[config.mk]
export PLATFORM = sky130hd
export DESIGN_NAME = dma_chan_regs
export DESIGN_NICKNAME = d
export VERILOG_FILES = /design/src/rtl/dma_regs_pkg.sv /design/src/rtl/dma_port_decode.sv /design/src/rtl/dma_chan_slot.sv /design/src/rtl/dma_read_mux.sv /design/src/rtl/dma_chan_regs.sv
export SDC_FILE = /design/constraint.sdc
export NUM_CORES = 1
export LEC_CHECK = 0
export BUFFER_PORTS_ARGS = -buffer_cell sky130_fd_sc_hd__buf_2
export CORE_MARGIN = 1.5
export CORE_UTILIZATION = 45
export CTS_CLUSTER_DIAMETER = 60
export DETAILED_ROUTE_END_ITERATION = 10
export PLACE_DENSITY = 0.7
export SYNTH_ARGS = -nofsm -noshare
export SYNTH_HDL_FRONTEND = slang
export SYNTH_SLANG_ARGS = --single-unit
export TNS_END_PERCENT = 100
[constraint.sdc]
create_clock -name clk -period 5.2 [get_ports clk]
set_input_delay 1.3 -clock clk [delete_from_list [all_inputs] [get_ports clk]]
set_output_delay 1.3 -clock clk [all_outputs]
set_load 0.01 [all_outputs]
[src/rtl/dma_regs_pkg.sv]
package dma_regs_pkg;

  localparam int REG_W  = 16;
  localparam int BYTE_W = 8;

  typedef enum logic {
    SEL_ADDR = 1'b0,
    SEL_CNT  = 1'b1
  } reg_sel_e;

  // Replace one byte half of a base register.
  function automatic logic [REG_W-1:0] merge_byte(input logic [REG_W-1:0] old_v,
                                                  input logic [BYTE_W-1:0] b,
                                                  input logic hi);
    return hi ? {b, old_v[BYTE_W-1:0]} : {old_v[REG_W-1:BYTE_W], b};
  endfunction

  // Live address seen by the host.
  function automatic logic [31:0] addr_view(input logic [31:0] cur,
                                            input logic [31:0] xfer,
                                            input logic down);
    return down ? (cur - xfer) : (cur + xfer);
  endfunction

  // Remaining count seen by the host.
  function automatic logic [31:0] remain_view(input logic [31:0] base,
                                              input logic [31:0] xfer,
                                              input int sh);
    return (base << sh) - xfer;
  endfunction

  // Largest transferred count a channel may hold.
  function automatic logic [31:0] xfer_limit(input logic [31:0] base, input int sh);
    return (base + 32'd1) << sh;
  endfunction

  function automatic logic [31:0] clamp_xfer(input logic [31:0] req,
                                             input logic [31:0] base,
                                             input int sh);
    logic [31:0] lim;
    lim = xfer_limit(base, sh);
    return (req > lim) ? lim : req;
  endfunction

  // Scale a readback value back to register units and pick a byte.
  function automatic logic [BYTE_W-1:0] pick_byte(input logic [31:0] val,
                                                  input int sh,
                                                  input logic hi);
    return BYTE_W'(val >> (sh + (hi ? BYTE_W : 0)));
  endfunction

endpackage

[src/rtl/dma_port_decode.sv]
module dma_port_decode
  import dma_regs_pkg::*;
#(
  parameter int NUM_CH = 4,
  parameter int SHIFT  = 0,
  localparam int CH_W  = $clog2(NUM_CH),
  localparam int OFF_W = CH_W + 1 + SHIFT
) (
  input  logic              clk,
  input  logic              rst_n,
  input  logic              io_sel,
  input  logic              io_wr,
  input  logic [OFF_W-1:0]  io_off,
  output logic [CH_W-1:0]   acc_ch,
  output reg_sel_e          acc_reg,
  output logic              byte_hi,
  output logic [NUM_CH-1:0] wr_en
);

  logic [CH_W:0] reg_idx;
  logic          ptr_q;

  assign reg_idx = io_off[OFF_W-1:SHIFT];
  assign acc_ch  = reg_idx[CH_W:1];
  assign acc_reg = reg_sel_e'(reg_idx[0]);
  assign byte_hi = ptr_q;

  generate
    if (SHIFT > 0) begin : g_word_lsb
      logic unused_off_lsb;
      assign unused_off_lsb = ^io_off[SHIFT-1:0];
    end
  endgenerate

  generate
    for (genvar c = 0; c < NUM_CH; c++) begin : g_wr_en
      assign wr_en[c] = io_sel && io_wr && (acc_ch == CH_W'(c));
    end
  endgenerate

  // Shared byte pointer: flips on every channel-register access.
  always_ff @(posedge clk) begin
    if (!rst_n)      ptr_q <= 1'b0;
    else if (io_sel) ptr_q <= ~ptr_q;
  end

  AST_PTR_FLIPS: assert property (@(posedge clk) disable iff (!rst_n)
    io_sel |=> (byte_hi != $past(byte_hi)));

  AST_PTR_HOLDS: assert property (@(posedge clk) disable iff (!rst_n)
    !io_sel |=> $stable(byte_hi));

endmodule

[src/rtl/dma_chan_slot.sv]
module dma_chan_slot
  import dma_regs_pkg::*;
#(
  parameter int SHIFT  = 0,
  localparam int CUR_W = REG_W + SHIFT,
  localparam int CNT_W = REG_W + SHIFT + 1
) (
  input  logic              clk,
  input  logic              rst_n,
  input  logic              wr_en,
  input  logic              wr_hi,
  input  reg_sel_e          wr_reg,
  input  logic [BYTE_W-1:0] wr_byte,
  input  logic              prog_en,
  input  logic [CNT_W-1:0]  prog_cnt,
  input  logic              down,
  output logic [31:0]       addr_rd,
  output logic [31:0]       cnt_rd
);

  logic [REG_W-1:0] base_a, base_c;
  logic [REG_W-1:0] nxt_base_a, nxt_base_c;
  logic [CUR_W-1:0] cur_a;
  logic [CNT_W-1:0] xfer;
  logic             reload;

  assign nxt_base_a = (wr_en && wr_reg == SEL_ADDR) ? merge_byte(base_a, wr_byte, wr_hi) : base_a;
  assign nxt_base_c = (wr_en && wr_reg == SEL_CNT)  ? merge_byte(base_c, wr_byte, wr_hi) : base_c;
  assign reload     = wr_en && wr_hi;

  always_ff @(posedge clk) begin
    if (!rst_n) begin
      base_a <= '0;
      base_c <= '0;
      cur_a  <= '0;
      xfer   <= '0;
    end else begin
      base_a <= nxt_base_a;
      base_c <= nxt_base_c;
      if (reload) begin
        cur_a <= CUR_W'(32'(nxt_base_a) << SHIFT);
        xfer  <= '0;
      end else if (prog_en) begin
        xfer <= CNT_W'(clamp_xfer(32'(prog_cnt), 32'(base_c), SHIFT));
      end
    end
  end

  assign addr_rd = addr_view(32'(cur_a), 32'(xfer), down);
  assign cnt_rd  = remain_view(32'(base_c), 32'(xfer), SHIFT);

  AST_RELOAD_CLEARS: assert property (@(posedge clk) disable iff (!rst_n)
    reload |=> (xfer == '0));

  AST_LOW_NO_RELOAD: assert property (@(posedge clk) disable iff (!rst_n)
    (wr_en && !wr_hi && !prog_en) |=> ($stable(cur_a) && $stable(xfer)));

  AST_LOW_KEEPS_HIGH: assert property (@(posedge clk) disable iff (!rst_n)
    (wr_en && !wr_hi) |=> ((base_a[REG_W-1:BYTE_W] == $past(base_a[REG_W-1:BYTE_W])) &&
                           (base_c[REG_W-1:BYTE_W] == $past(base_c[REG_W-1:BYTE_W]))));

  AST_NO_OVERFLOW: assert property (@(posedge clk) disable iff (!rst_n)
    (prog_en && !reload) |=> (32'(xfer) <= xfer_limit(32'($past(base_c)), SHIFT)));

  AST_IDLE_HOLD: assert property (@(posedge clk) disable iff (!rst_n)
    (!wr_en && !prog_en) |=> ($stable(base_a) && $stable(base_c) &&
                              $stable(cur_a) && $stable(xfer)));

endmodule

[src/rtl/dma_read_mux.sv]
module dma_read_mux
  import dma_regs_pkg::*;
#(
  parameter int NUM_CH = 4,
  parameter int SHIFT  = 0,
  localparam int CH_W  = $clog2(NUM_CH)
) (
  input  logic [NUM_CH-1:0][31:0] addr_rd,
  input  logic [NUM_CH-1:0][31:0] cnt_rd,
  input  logic [CH_W-1:0]         acc_ch,
  input  reg_sel_e                acc_reg,
  input  logic                    byte_hi,
  output logic [BYTE_W-1:0]       rdata
);

  logic [31:0] sel_val;

  always_comb begin
    sel_val = (acc_reg == SEL_CNT) ? cnt_rd[acc_ch] : addr_rd[acc_ch];
    rdata   = pick_byte(sel_val, SHIFT, byte_hi);
  end

endmodule

[src/rtl/dma_chan_regs.sv]
module dma_chan_regs
  import dma_regs_pkg::*;
#(
  parameter int NUM_CH = 4,
  parameter int SHIFT  = 0,
  localparam int CH_W  = $clog2(NUM_CH),
  localparam int OFF_W = CH_W + 1 + SHIFT,
  localparam int CNT_W = REG_W + SHIFT + 1
) (
  input  logic              clk,
  input  logic              rst_n,
  input  logic              io_sel,
  input  logic              io_wr,
  input  logic [OFF_W-1:0]  io_off,
  input  logic [7:0]        io_wdata,
  output logic [7:0]        io_rdata,
  input  logic [NUM_CH-1:0] chan_down,
  input  logic              prog_vld,
  input  logic [CH_W-1:0]   prog_ch,
  input  logic [CNT_W-1:0]  prog_cnt
);

  logic [CH_W-1:0]         acc_ch;
  reg_sel_e                acc_reg;
  logic                    byte_hi;
  logic [NUM_CH-1:0]       wr_en;
  logic [NUM_CH-1:0]       prog_en;
  logic [NUM_CH-1:0][31:0] addr_rd;
  logic [NUM_CH-1:0][31:0] cnt_rd;

  dma_port_decode #(.NUM_CH(NUM_CH), .SHIFT(SHIFT)) u_decode (
    .clk     (clk),
    .rst_n   (rst_n),
    .io_sel  (io_sel),
    .io_wr   (io_wr),
    .io_off  (io_off),
    .acc_ch  (acc_ch),
    .acc_reg (acc_reg),
    .byte_hi (byte_hi),
    .wr_en   (wr_en)
  );

  generate
    for (genvar c = 0; c < NUM_CH; c++) begin : g_slot
      assign prog_en[c] = prog_vld && (prog_ch == CH_W'(c));

      dma_chan_slot #(.SHIFT(SHIFT)) u_slot (
        .clk      (clk),
        .rst_n    (rst_n),
        .wr_en    (wr_en[c]),
        .wr_hi    (byte_hi),
        .wr_reg   (acc_reg),
        .wr_byte  (io_wdata),
        .prog_en  (prog_en[c]),
        .prog_cnt (prog_cnt),
        .down     (chan_down[c]),
        .addr_rd  (addr_rd[c]),
        .cnt_rd   (cnt_rd[c])
      );
    end
  endgenerate

  dma_read_mux #(.NUM_CH(NUM_CH), .SHIFT(SHIFT)) u_rmux (
    .addr_rd (addr_rd),
    .cnt_rd  (cnt_rd),
    .acc_ch  (acc_ch),
    .acc_reg (acc_reg),
    .byte_hi (byte_hi),
    .rdata   (io_rdata)
  );

endmodule

[Word-level counts from Yosys, hierarchy flattened]
Index checks and enable logic that the tools add are counted.
Operators by class
  eq/ne operators: 6
  add/sub/neg operators: 16
  shifts and indexed selects: 1
  muxes and demuxes: 22
  bitwise logic cells: 3
  order comparisons: 5
  reduce and logical (&&, ||, !) cells: 35
Operators with widths (number)
  $mux 32: 7
  $sub 16x17->18: 8
  $bmux 32 s2: 2
  $gt 17x32->1: 4
  $mux 16: 8
  $add 16x17->18: 4
  $add 16x1->17 const B: 4
  $mux 17: 4
  $shr 32x4->8: 1
  $logic_and 1x1->1: 21
  $reduce_and 2->1: 8
  $eq 2x2->1 const B: 4
  $reduce_or 2->1: 4
  $eq 2x1->1 const B: 2
  $logic_not 2->1: 2
  $mux 4: 1
  $lt 2x3->1 const B: 1
  $not 1->1: 3
Word-level totals
  logic and storage cells: 109
  input bits: 39
  register bits: 261
  output and inout bits: 8

[Logic depth before layout (Yosys ltp)]
Gate-level depths: netlist (run 1).
  depth in word-level cells: 6
  mapped depth: 19
  mapped depth without buffers: 17

[Cells and area by module]
Synthesis (run 1) repeated with hierarchy kept, for this count alone.
Second synthesis, totals
  cell total of the unflattened synthesis: 2905
  area, all modules: 24069.3 µm²
Modules (own cells, without submodules)
  dma_chan_slot (g_slot[0].u_slot): area each 5866.9 µm², cells each 732, sequential area each 1301.2 µm², instances 1
  dma_chan_slot (g_slot[2].u_slot): area each 5806.8 µm², cells each 724, sequential area each 1301.2 µm², instances 1
  dma_chan_slot (g_slot[3].u_slot): area each 5649.2 µm², cells each 685, sequential area each 1301.2 µm², instances 1
  dma_chan_slot (g_slot[1].u_slot): area each 5574.1 µm², cells each 678, sequential area each 1301.2 µm², instances 1
  dma_read_mux: area each 1033.5 µm², cells each 70, sequential area each 0.0 µm², instances 1
  dma_port_decode: area each 101.3 µm², cells each 12, sequential area each 20.0 µm², instances 1
  dma_chan_regs: area each 37.5 µm², cells each 4, sequential area each 0.0 µm², instances 1

[Worst setup path after synthesis (run 1)]
No wires, ideal clock.
  kind: input -> output
  from: input chan_down[2]
  to: output io_rdata[6]
  path buffers: 1
  data required time: 3900 ps
  arrival: 3045 ps
  stages on the path: 8
  slack: 855 ps
  cell sequence: clkbuf_1 -> nand3_1 -> or3b_2 -> o311ai_1 -> mux2_2 -> a211o_1 -> o2111ai_1 -> nand4_1
Between the ends
  longest elaborated chain between the ends: 5
RTL lines
  start, declared: RTL line dma_chan_regs.sv:17  | input logic [NUM_CH-1:0] chan_down,
  $mux 32: RTL line dma_regs_pkg.sv:22  | return down ? (cur - xfer) : (cur + xfer);
  $bmux 32 s2: RTL line dma_read_mux.sv:19  | sel_val = (acc_reg == SEL_CNT) ? cnt_rd[acc_ch] : addr_rd[acc_ch];
  $mux 32 (implied by the code): RTL line dma_read_mux.sv:19
  $mux 32: RTL line dma_read_mux.sv:19
  $shr 32x4->8: RTL line dma_regs_pkg.sv:49  | return BYTE_W'(val >> (sh + (hi ? BYTE_W : 0)));
  end, declared: RTL line dma_chan_regs.sv:16  | output logic [7:0] io_rdata,
No other way between the ends. The select of a mux whose other input is x is not followed.

[Final worst setup path (run 1)]
  from: register g_slot[2].u_slot.xfer[12]
  to: output io_rdata[7]
Between the ends
  longest elaborated chain between the ends: 6
  elaborated cells on any way between the ends: 10
  classes of those cells: add/sub (3); shift (1); mux (6)
RTL lines
  start, declared: RTL line dma_chan_slot.sv:24  | logic [CNT_W-1:0] xfer;
  start signal, assigned: RTL line dma_chan_slot.sv:44  | xfer <= CNT_W'(clamp_xfer(32'(prog_cnt), 32'(base_c), SHIFT));
  $add 16x17->18 or $sub 16x17->18 (tied branches): RTL line dma_regs_pkg.sv:22
  $mux 32: RTL line dma_regs_pkg.sv:22
  $bmux 32 s2: RTL line dma_read_mux.sv:19
  $mux 32 (implied by the code): RTL line dma_read_mux.sv:19
  $mux 32 (*): RTL line dma_read_mux.sv:19
  $shr 32x4->8 (*): RTL line dma_regs_pkg.sv:49
Mark *: on every way between the ends. The rest lies on a longest branch, timed or not. The select of a mux whose other input is x is not followed.

==> results of run 1 <==
==> cell usage after synthesis (8+ instances only) <==
cell type	n	area share
inv_1	155	0.027
a21o_1	55	0.019
nand3b_1	9	0.0032
o211ai_1	28	0.0098
or3_1	11	0.0032
o21a_1	26	0.0091
o31ai_1	17	0.0060
o21ai_0	107	0.025
nand2_1	229	0.040
o22ai_1	12	0.0035
o2111ai_1	8	0.0033
or2_2	11	0.0032
mux4_2	12	0.013
o221ai_1	8	0.0033
a221oi_1	8	0.0033
a31oi_1	19	0.0056
and3_1	22	0.0064
and2_1	8	0.0023
xor2_1	59	0.024
a21oi_1	184	0.043
nor2_1	151	0.027
ha_1	252	0.15
nand3_1	113	0.026
nand2b_1	27	0.0079
a32oi_1	33	0.014
nand4_1	27	0.0079
nor3_1	55	0.013
nor2b_1	128	0.037
fa_1	12	0.011
clkbuf_1	110	0.019
a211o_1	9	0.0037
o22a_1	66	0.027
dfxtp_1	257	0.24
mux2i_1	102	0.048
buf_1	14	0.0025
xnor2_1	105	0.043
a21boi_0	37	0.013
a211oi_1	32	0.011
o21bai_1	18	0.0063
==> layout make-up <==
cell class,count,share of cell area
repair buffers,125,0.03416
flip-flops and latches,257,0.2122
inverters,159,0.02451
clock inverters,17,0.007398
clock buffers,47,0.04377
multi-input cells,2092,0.6468
well taps,607,0.03118
==> worst max path at each step <==
stage	to	slack, ps	depth (start not counted)
4_1_cts	io_rdata[4]	-8	15
5_1_grt	io_rdata[7]	-70	13
2_1_floorplan	io_rdata[6]	860	8
6_report	io_rdata[7]	-20	11
3_5_place_dp	io_rdata[7]	260	12
3_3_place_gp	io_rdata[7]	310	9
==> flip-flops by register name, indices dropped and copies added (netlist names) <==
register and count:
g_slot.u_slot.base_a 64, g_slot.u_slot.xfer 64, g_slot.u_slot.cur_a 64, u_decode.byte_hi 1, g_slot.u_slot.base_c 64
==> critical path, cell delays in order (launching register included) <==
cell       delay, ps
dfxtp_1          440
inv_1            130
ha_1             420
inv_1            180
a21oi_1           90
a2111oi_0        790
a21oi_4          130
xnor2_1          180
o31ai_2          500
a31oi_2          110
a31oi_4          270
buf_6            140
==> repair_timing <==
item                       in CTS  in global routing
setup endpoints to repair       8                  8
setup buffers                   3                  6
gates cloned                    0                  0
pin swaps                      14                 40
resized for setup              43                 95
==> cell families (layout without fill, tap and decap cells) <==
| family | count (synthesis) | in the layout |
|---|---|---|
| mux | 115 | 115 |
| buf+inv | 290 | 348 |
| xor+xnor | 164 | 164 |
| fa+ha+maj | 264 | 264 |
| compound gates | 731 | 731 |
| flops | 257 | 257 |
| simple gates | 818 | 818 |
==> through the flow <==
step,setup slack (ps),TNS (ps),instances,utilization,hold slack [ps]
6_report,-24.33,-24.33,3304,0.5209,469.2
5_1_grt,-72.79,-180.5,3304,0.5209,487.8
2_1_floorplan,855.3,0,2639,-,449.2
4_1_cts,-8.500,-8.500,3298,0.5110,473.9
3_3_place_gp,314.8,0,3231,0.4796,461.2
3_5_place_dp,259.3,0,3231,0.4796,468.1
==> routing by layer <==
metal / up-vias / global-route usage / wire length (microns)
met5: - / 0 / 0
met4: 0 / 0.1622 / 4214
met3: 181 / 0.05072 / 6884
met2: 920 / 0.5211 / 36850
met1: 10082 / 0.4509 / 36540
li1: 9569 / - / -
==> power groups by stage <==
| stage | Combinational (mW) | Sequential (mW) | Clock, mW |
|---|---|---|---|
| 2_1_floorplan | 0.817 | 2.06 | 0 |
| 3_3_place_gp | 1.30 | 2.07 | 0 |
| 3_5_place_dp | 1.31 | 2.07 | 0 |
| 4_1_cts | 1.35 | 2.03 | 2.61 |
| 5_1_grt | 1.52 | 2.03 | 2.70 |
| 6_report | 1.45 | 2.03 | 2.59 |
==> flow_metrics.tcl, run 1 <==
set metrics [dict create \
    dp_hpwl_mm 63.84 \
    hold_path_class "reg2reg" \
    rsz0062_at_grt "true" \
    cts_root_buffer "clkbuf_16" \
    drv_slew 0 \
    num_antenna_cells 0 \
    fin_area_sq_um 24350 \
    ant_nets 0 \
    portBuffers 46 \
    viasPerCell 6.281 \
    ff2ff_setup_slack_ps 1100 \
    core_sq_um 46750 \
    period_minus_slack_ps 5224 \
    grt_pass1_vias 19630 \
    cts.sinks 257 \
    final.setup.worst_slack_ps -24.33 \
    yosys.cell_types.count 78 \
    synthesis.area_sq_um 21370 \
    start_kind "flip-flop" \
    p_int_mw 4.098 \
    drt_iter0_drc 2169 \
    finalCritPeriodShare 1.005 \
    synthMuxAreaShare 0.06094 \
    die_x_microns 220.9 \
    hold_end "g_slot[2].u_slot.xfer[4]$_SDFFE_PP0P_" \
    switching_share 0.3258 \
    synth_cells 2639 \
    min_from "g_slot[2].u_slot.xfer[4]$_SDFFE_PP0P_" \
    violations "design-rule violations, negative setup slack" \
    fillerInstances 4399 \
    synth_seq_cells 257 \
    cts_buffers 37 \
    drc 2 \
    grt-ovfl-total 0 \
    maxCapViolations 0 \
    final_common_cell "dfxtp_1" \
    dieArea_sq_um 48810 \
    pin_count 47 \
    tightest_slew_ps 1339 \
    p_seq_frac 0.334 \
    dpl_cell_area_sq_um 22420 \
    synth_simple_gate_area_share 0.1885 \
    power.leakage_nw 10.04 \
    layout_common_cells "243 x dfxtp_1, 236 x ha_1, 229 x nand2_1" \
    r2r_cells 17 \
    track_usage 0.3341 \
    seq_area_sq_um 5167 \
    dr.pass1.iters 10 \
    setup_viol 1 \
    switchingPower_mw 1.981 \
    synth_compound_area_frac 0.2324 \
    grt_max_degree 86 \
    synth.yosys.seq_area_share 0.2407 \
    syn_nets 2942 \
    clk_path_buf_depth 3 \
    async_flop_share 0 \
    initial_utilization 0.4571 \
    endpoint_kind "primary output" \
    r2r-end "g_slot[0].u_slot.xfer[3]$_SDFFE_PP0P_" \
    synth_top_family_by_area "compound AO/OA/AOI/OAI gates" \
    pwr-share-clk 0.427 \
    synthFlopType "dfxtp_1" \
    worstPathArrival_ps 3920 \
    status "finished with violations" \
    p_per_area_nw_per_um2 249.6 \
    clock_latency_ps 560 \
    timing.slew.headroom 0.1052 \
    skew_ps 25.97 \
    hold_buffers 0 \
    comb_power_share 0.239 \
    cts-htree-levels 2 \
    yosysWarnings 0 \
    cts_tree "yes" \
    grt_pass1_wl_mm 124.0 \
    timing.rr.start "g_slot[0].u_slot.base_c[1]$_SDFFE_PN0P_" \
    clkTransAtPathRegs_ps 60 \
    rows 79 \
    vias 20752 \
    nets 2975 \
    synth_fa_ha_area_frac 0.1588 \
    critPathKind "reg2out" \
    synth_edf_count 0 \
    hold_depth 2 \
    worstPathRequired_ps 3900 \
    vdd_drop_max_v 0.0002493 \
    antenna_found_initial 0 \
    drive_gt1_frac 0.1275 \
    cp_max_fo 7 \
    routabilityCongestion 1.015 \
    fmax_mhz 191.4 \
    finalPower_mw 6.079 \
    area_growth_pct 13.96 \
    wl_per_cell_microns 25.57 \
    startpoint "g_slot[2].u_slot.xfer[12]$_SDFFE_PP0P_" \
    finalHoldViolCount 0 \
    multi_input_area_sq_um 15750 \
    synth_xor_area_frac 0.06721 \
    die_y_microns 220.9 \
    avgSynthCellArea_sq_um 8.098 \
    drt_wl_total_mm 84.49 \
]
Power figures use the tool's default switching activity.
==> run 2: changes to the inputs <==
--- a/config.mk
+++ b/config.mk
@@ -5,12 +5,14 @@
 export SDC_FILE = /design/constraint.sdc
 export NUM_CORES = 1
 export LEC_CHECK = 0
+export ABC_AREA = 1
 export BUFFER_PORTS_ARGS = -buffer_cell sky130_fd_sc_hd__buf_2
 export CORE_MARGIN = 1.5
 export CORE_UTILIZATION = 45
 export CTS_CLUSTER_DIAMETER = 60
 export DETAILED_ROUTE_END_ITERATION = 10
 export PLACE_DENSITY = 0.7
+export SKIP_LAST_GASP = 1
 export SYNTH_ARGS = -nofsm -noshare
 export SYNTH_HDL_FRONTEND = slang
 export SYNTH_SLANG_ARGS = --single-unit
==> run 2 against run 1 <==
  * Sequential share of layout area is 1.3 points lower
  * Power is 0.15% higher
  * The run now ends clean
  * Global-route usage is 0.17 points higher
  * Combinational power hardly changed
  * Sequential power hardly changed
  * Critical endpoint is now io_rdata[3]
  * Design area is 6.4% higher
  * Highest routed layer is now met5
  * Critical path type unchanged
  * Fmax is 5.7% higher
==> flow_metrics.tcl, run 2 <==
set metrics [dict create \
    track_usage 0.3358 \
    ant_nets 0 \
    timing.rr.start "g_slot[0].u_slot.base_c[1]$_SDFFE_PN0P_" \
    critPathKind "reg2out" \
    hold_path_class "reg2reg" \
    clock_latency_ps 550 \
    tightest_slew_ps 1060 \
    drc 0 \
    layout_common_cells "960 x nand2_1, 571 x inv_1, 409 x nand3_1" \
    nets 4179 \
    pre_cts_ws_ps 718.5 \
    drv_slew 0 \
    grt_max_degree 78 \
    yosysMostFrequentCell "nand2_1" \
    synth_cells 3903 \
    area_growth_pct 8.155 \
    start_kind "flip-flop" \
    cts_root_buffer "clkbuf_16" \
    worstPathArrival_ps 3640 \
    die_y_microns 233.7 \
    avgSynthCellArea_sq_um 6.136 \
    dieArea_sq_um 54610 \
    cts_resized 0 \
    portBuffers 46 \
    setup.worst_path.end "io_rdata[3]" \
    timing.slew.headroom 0.2895 \
    rows 84 \
    wl_met1_mm 40.62 \
    setup_tns_ps 0 \
    setup_viol 0 \
    drt_wl_total_mm 92.85 \
    period_minus_slack_ps 4944 \
    dp_hpwl_mm 72.06 \
    finalCritPeriodShare 0.9508 \
    cts_setup_buffers 0 \
    final_common_cell "nand2_1" \
    die_x_microns 233.7 \
    worstPathRequired_ps 3900 \
    cp_max_fo 8 \
    clk_path_buf_depth 3 \
    core_sq_um 52550 \
    rsz0062_at_grt "false" \
    cts_buffers 34 \
    vias 26085 \
    wl_met3_mm 10.63 \
    power.leakage_nw 12.78 \
    maxCapViolations 0 \
    cts_tree "yes" \
    pin_count 47 \
    vdd_drop_max_v 0.0002129 \
    finalHoldViolCount 0 \
    grt-ovfl-total 0 \
    clkTransAtPathRegs_ps 60 \
    grt_pass1_vias 23062 \
    skew_ps 24.11 \
    dr.pass1.iters 6 \
    ff2ff_setup_slack_ps 1130 \
    fin_area_sq_um 25900 \
    synth_top_area_frac 0.2148 \
    startpoint "g_slot[1].u_slot.xfer[8]$_SDFFE_PP0P_" \
    routed.top_layer "met5" \
    r2r-end "g_slot[0].u_slot.xfer[11]$_SDFFE_PP0P_" \
    syn_nets 4206 \
    synth_seq_cells 257 \
    grt_pass1_wl_mm 137.7 \
    synth_edf_count 0 \
    final.setup.worst_slack_ps 255.8 \
    cts-htree-levels 2 \
    netlist_top_cells_area "dfxtp_1 21%, nand2_1 15%, ha_1 13%" \
    synth_top_cell_by_area "dfxtp_1" \
    endpoint_kind "primary output" \
    route.met2.wl_mm 36.81 \
    drive_gt1_frac 0.05383 \
    drt_iter0_drc 3689 \
    synth.yosys.seq_area_share 0.2148 \
    p_per_area_nw_per_um2 235.0 \
    fmax_mhz 202.3 \
    wl_per_cell_microns 20.21 \
    netlist_top_cells_count "960 x nand2_1, 572 x inv_1, 409 x nand3_1" \
    yosysWarnings 0 \
    antenna_found_initial 10 \
    yosys.cell_types.count 50 \
    dpl_cell_area_sq_um 24670 \
    hold_buffers 0 \
    synthFlopType "dfxtp_1" \
    async_flop_share 0 \
    r2r_cells 16 \
    viasPerCell 5.679 \
    status "complete, no violations" \
    initial_utilization 0.4557 \
    synthesis.area_sq_um 23950 \
    cts.sinks 257 \
    routabilityCongestion 1.044 \
]
## run 2: cell types whose count changed in the layout (fill, tap and decap cells not counted), sizes merged, moves of 66 or more
cell,before,now
nand3,113,418
nand2,229,972
xnor2,105,21
mux2i,102,1
inv,165,589
nor2,151,309
o22a,66,0
a21oi,185,349
o21ai,114,303
nor2b,128,0
## run 2: layout make-up
type	count	area, sq um
tap	688	860.8
antenna	4	10.01
timing repair buffer	69	427.9
fill	5601	26650
clock buffer	43	945.9
inverter	589	2212
sequential	257	5146
clock inverter	18	279.0
multi-input combinational	2925	16020
## run 2: worst min path at each step
| stage | startpoint | end | slack [ps] | depth (start not counted) |
|---|---|---|---|---|
| after CTS | g_slot[2].u_slot.xfer[10]$_SDFFE_PP0P_ | g_slot[2].u_slot.xfer[10]$_SDFFE_PP0P_ | 490 | 2 |
| after global routing | g_slot[1].u_slot.xfer[6]$_SDFFE_PP0P_ | g_slot[1].u_slot.xfer[6]$_SDFFE_PP0P_ | 510 | 2 |
| after detailed placement | g_slot[2].u_slot.xfer[10]$_SDFFE_PP0P_ | g_slot[2].u_slot.xfer[10]$_SDFFE_PP0P_ | 480 | 2 |
| final | g_slot[2].u_slot.xfer[10]$_SDFFE_PP0P_ | g_slot[2].u_slot.xfer[10]$_SDFFE_PP0P_ | 490 | 2 |
| after floorplan | g_slot[0].u_slot.cur_a[15]$_SDFFE_PN0P_ | g_slot[0].u_slot.cur_a[15]$_SDFFE_PN0P_ | 460 | 2 |
| after global placement | g_slot[1].u_slot.cur_a[15]$_SDFFE_PN0P_ | g_slot[1].u_slot.cur_a[15]$_SDFFE_PN0P_ | 470 | 2 |
## run 2: layer usage
layer,global-route usage,vias up
met2,0.4747,1294
li1,-,12721
met3,0.08752,227
met5,0,-
met4,0.1639,10
met1,0.4673,11833
## run 2: where the power goes
group	switching (mW)	internal [mW]
clock network	0.972	1.60
registers	0.0433	2.00
logic	1.05	0.421
total	2.06	4.02
## run 2: cell families after synthesis
logic type      count (synthesis)  synth area share
compound gates                776            0.1739
xor+xnor                       63           0.02304
fa+ha+maj                     264            0.1417
buf+inv                       721            0.1162
flops                         257            0.2148
mux                             1         0.0004180
simple gates                 1821            0.3299
## run 2: critical path: stages (launching register included)
cell and delay (ps):
dfxtp_1 380, inv_1 110, ha_1 440, nor2_1 160
inv_1 70, nor3_1 380, o21ai_0 250, nand3_1 120
nand2_1 50, nand2_1 60, nand2_1 60, nand2_1 70
nand2_1 60, nand2_1 130, nand3_1 80, a21boi_1 420
buf_2 230
## run 2: through the flow
stage                     instances  power [mW]  hold slack, ps  utilization
after floorplan                3903       2.998           457.1            -
after global placement         4528       3.480           469.9       0.4694
after detailed placement       4528       3.487           478.4       0.4694
after CTS                      4589       6.048           486.9       0.4927
after global routing           4589       6.323           509.9       0.4927
final                          4593       6.088           485.0       0.4929
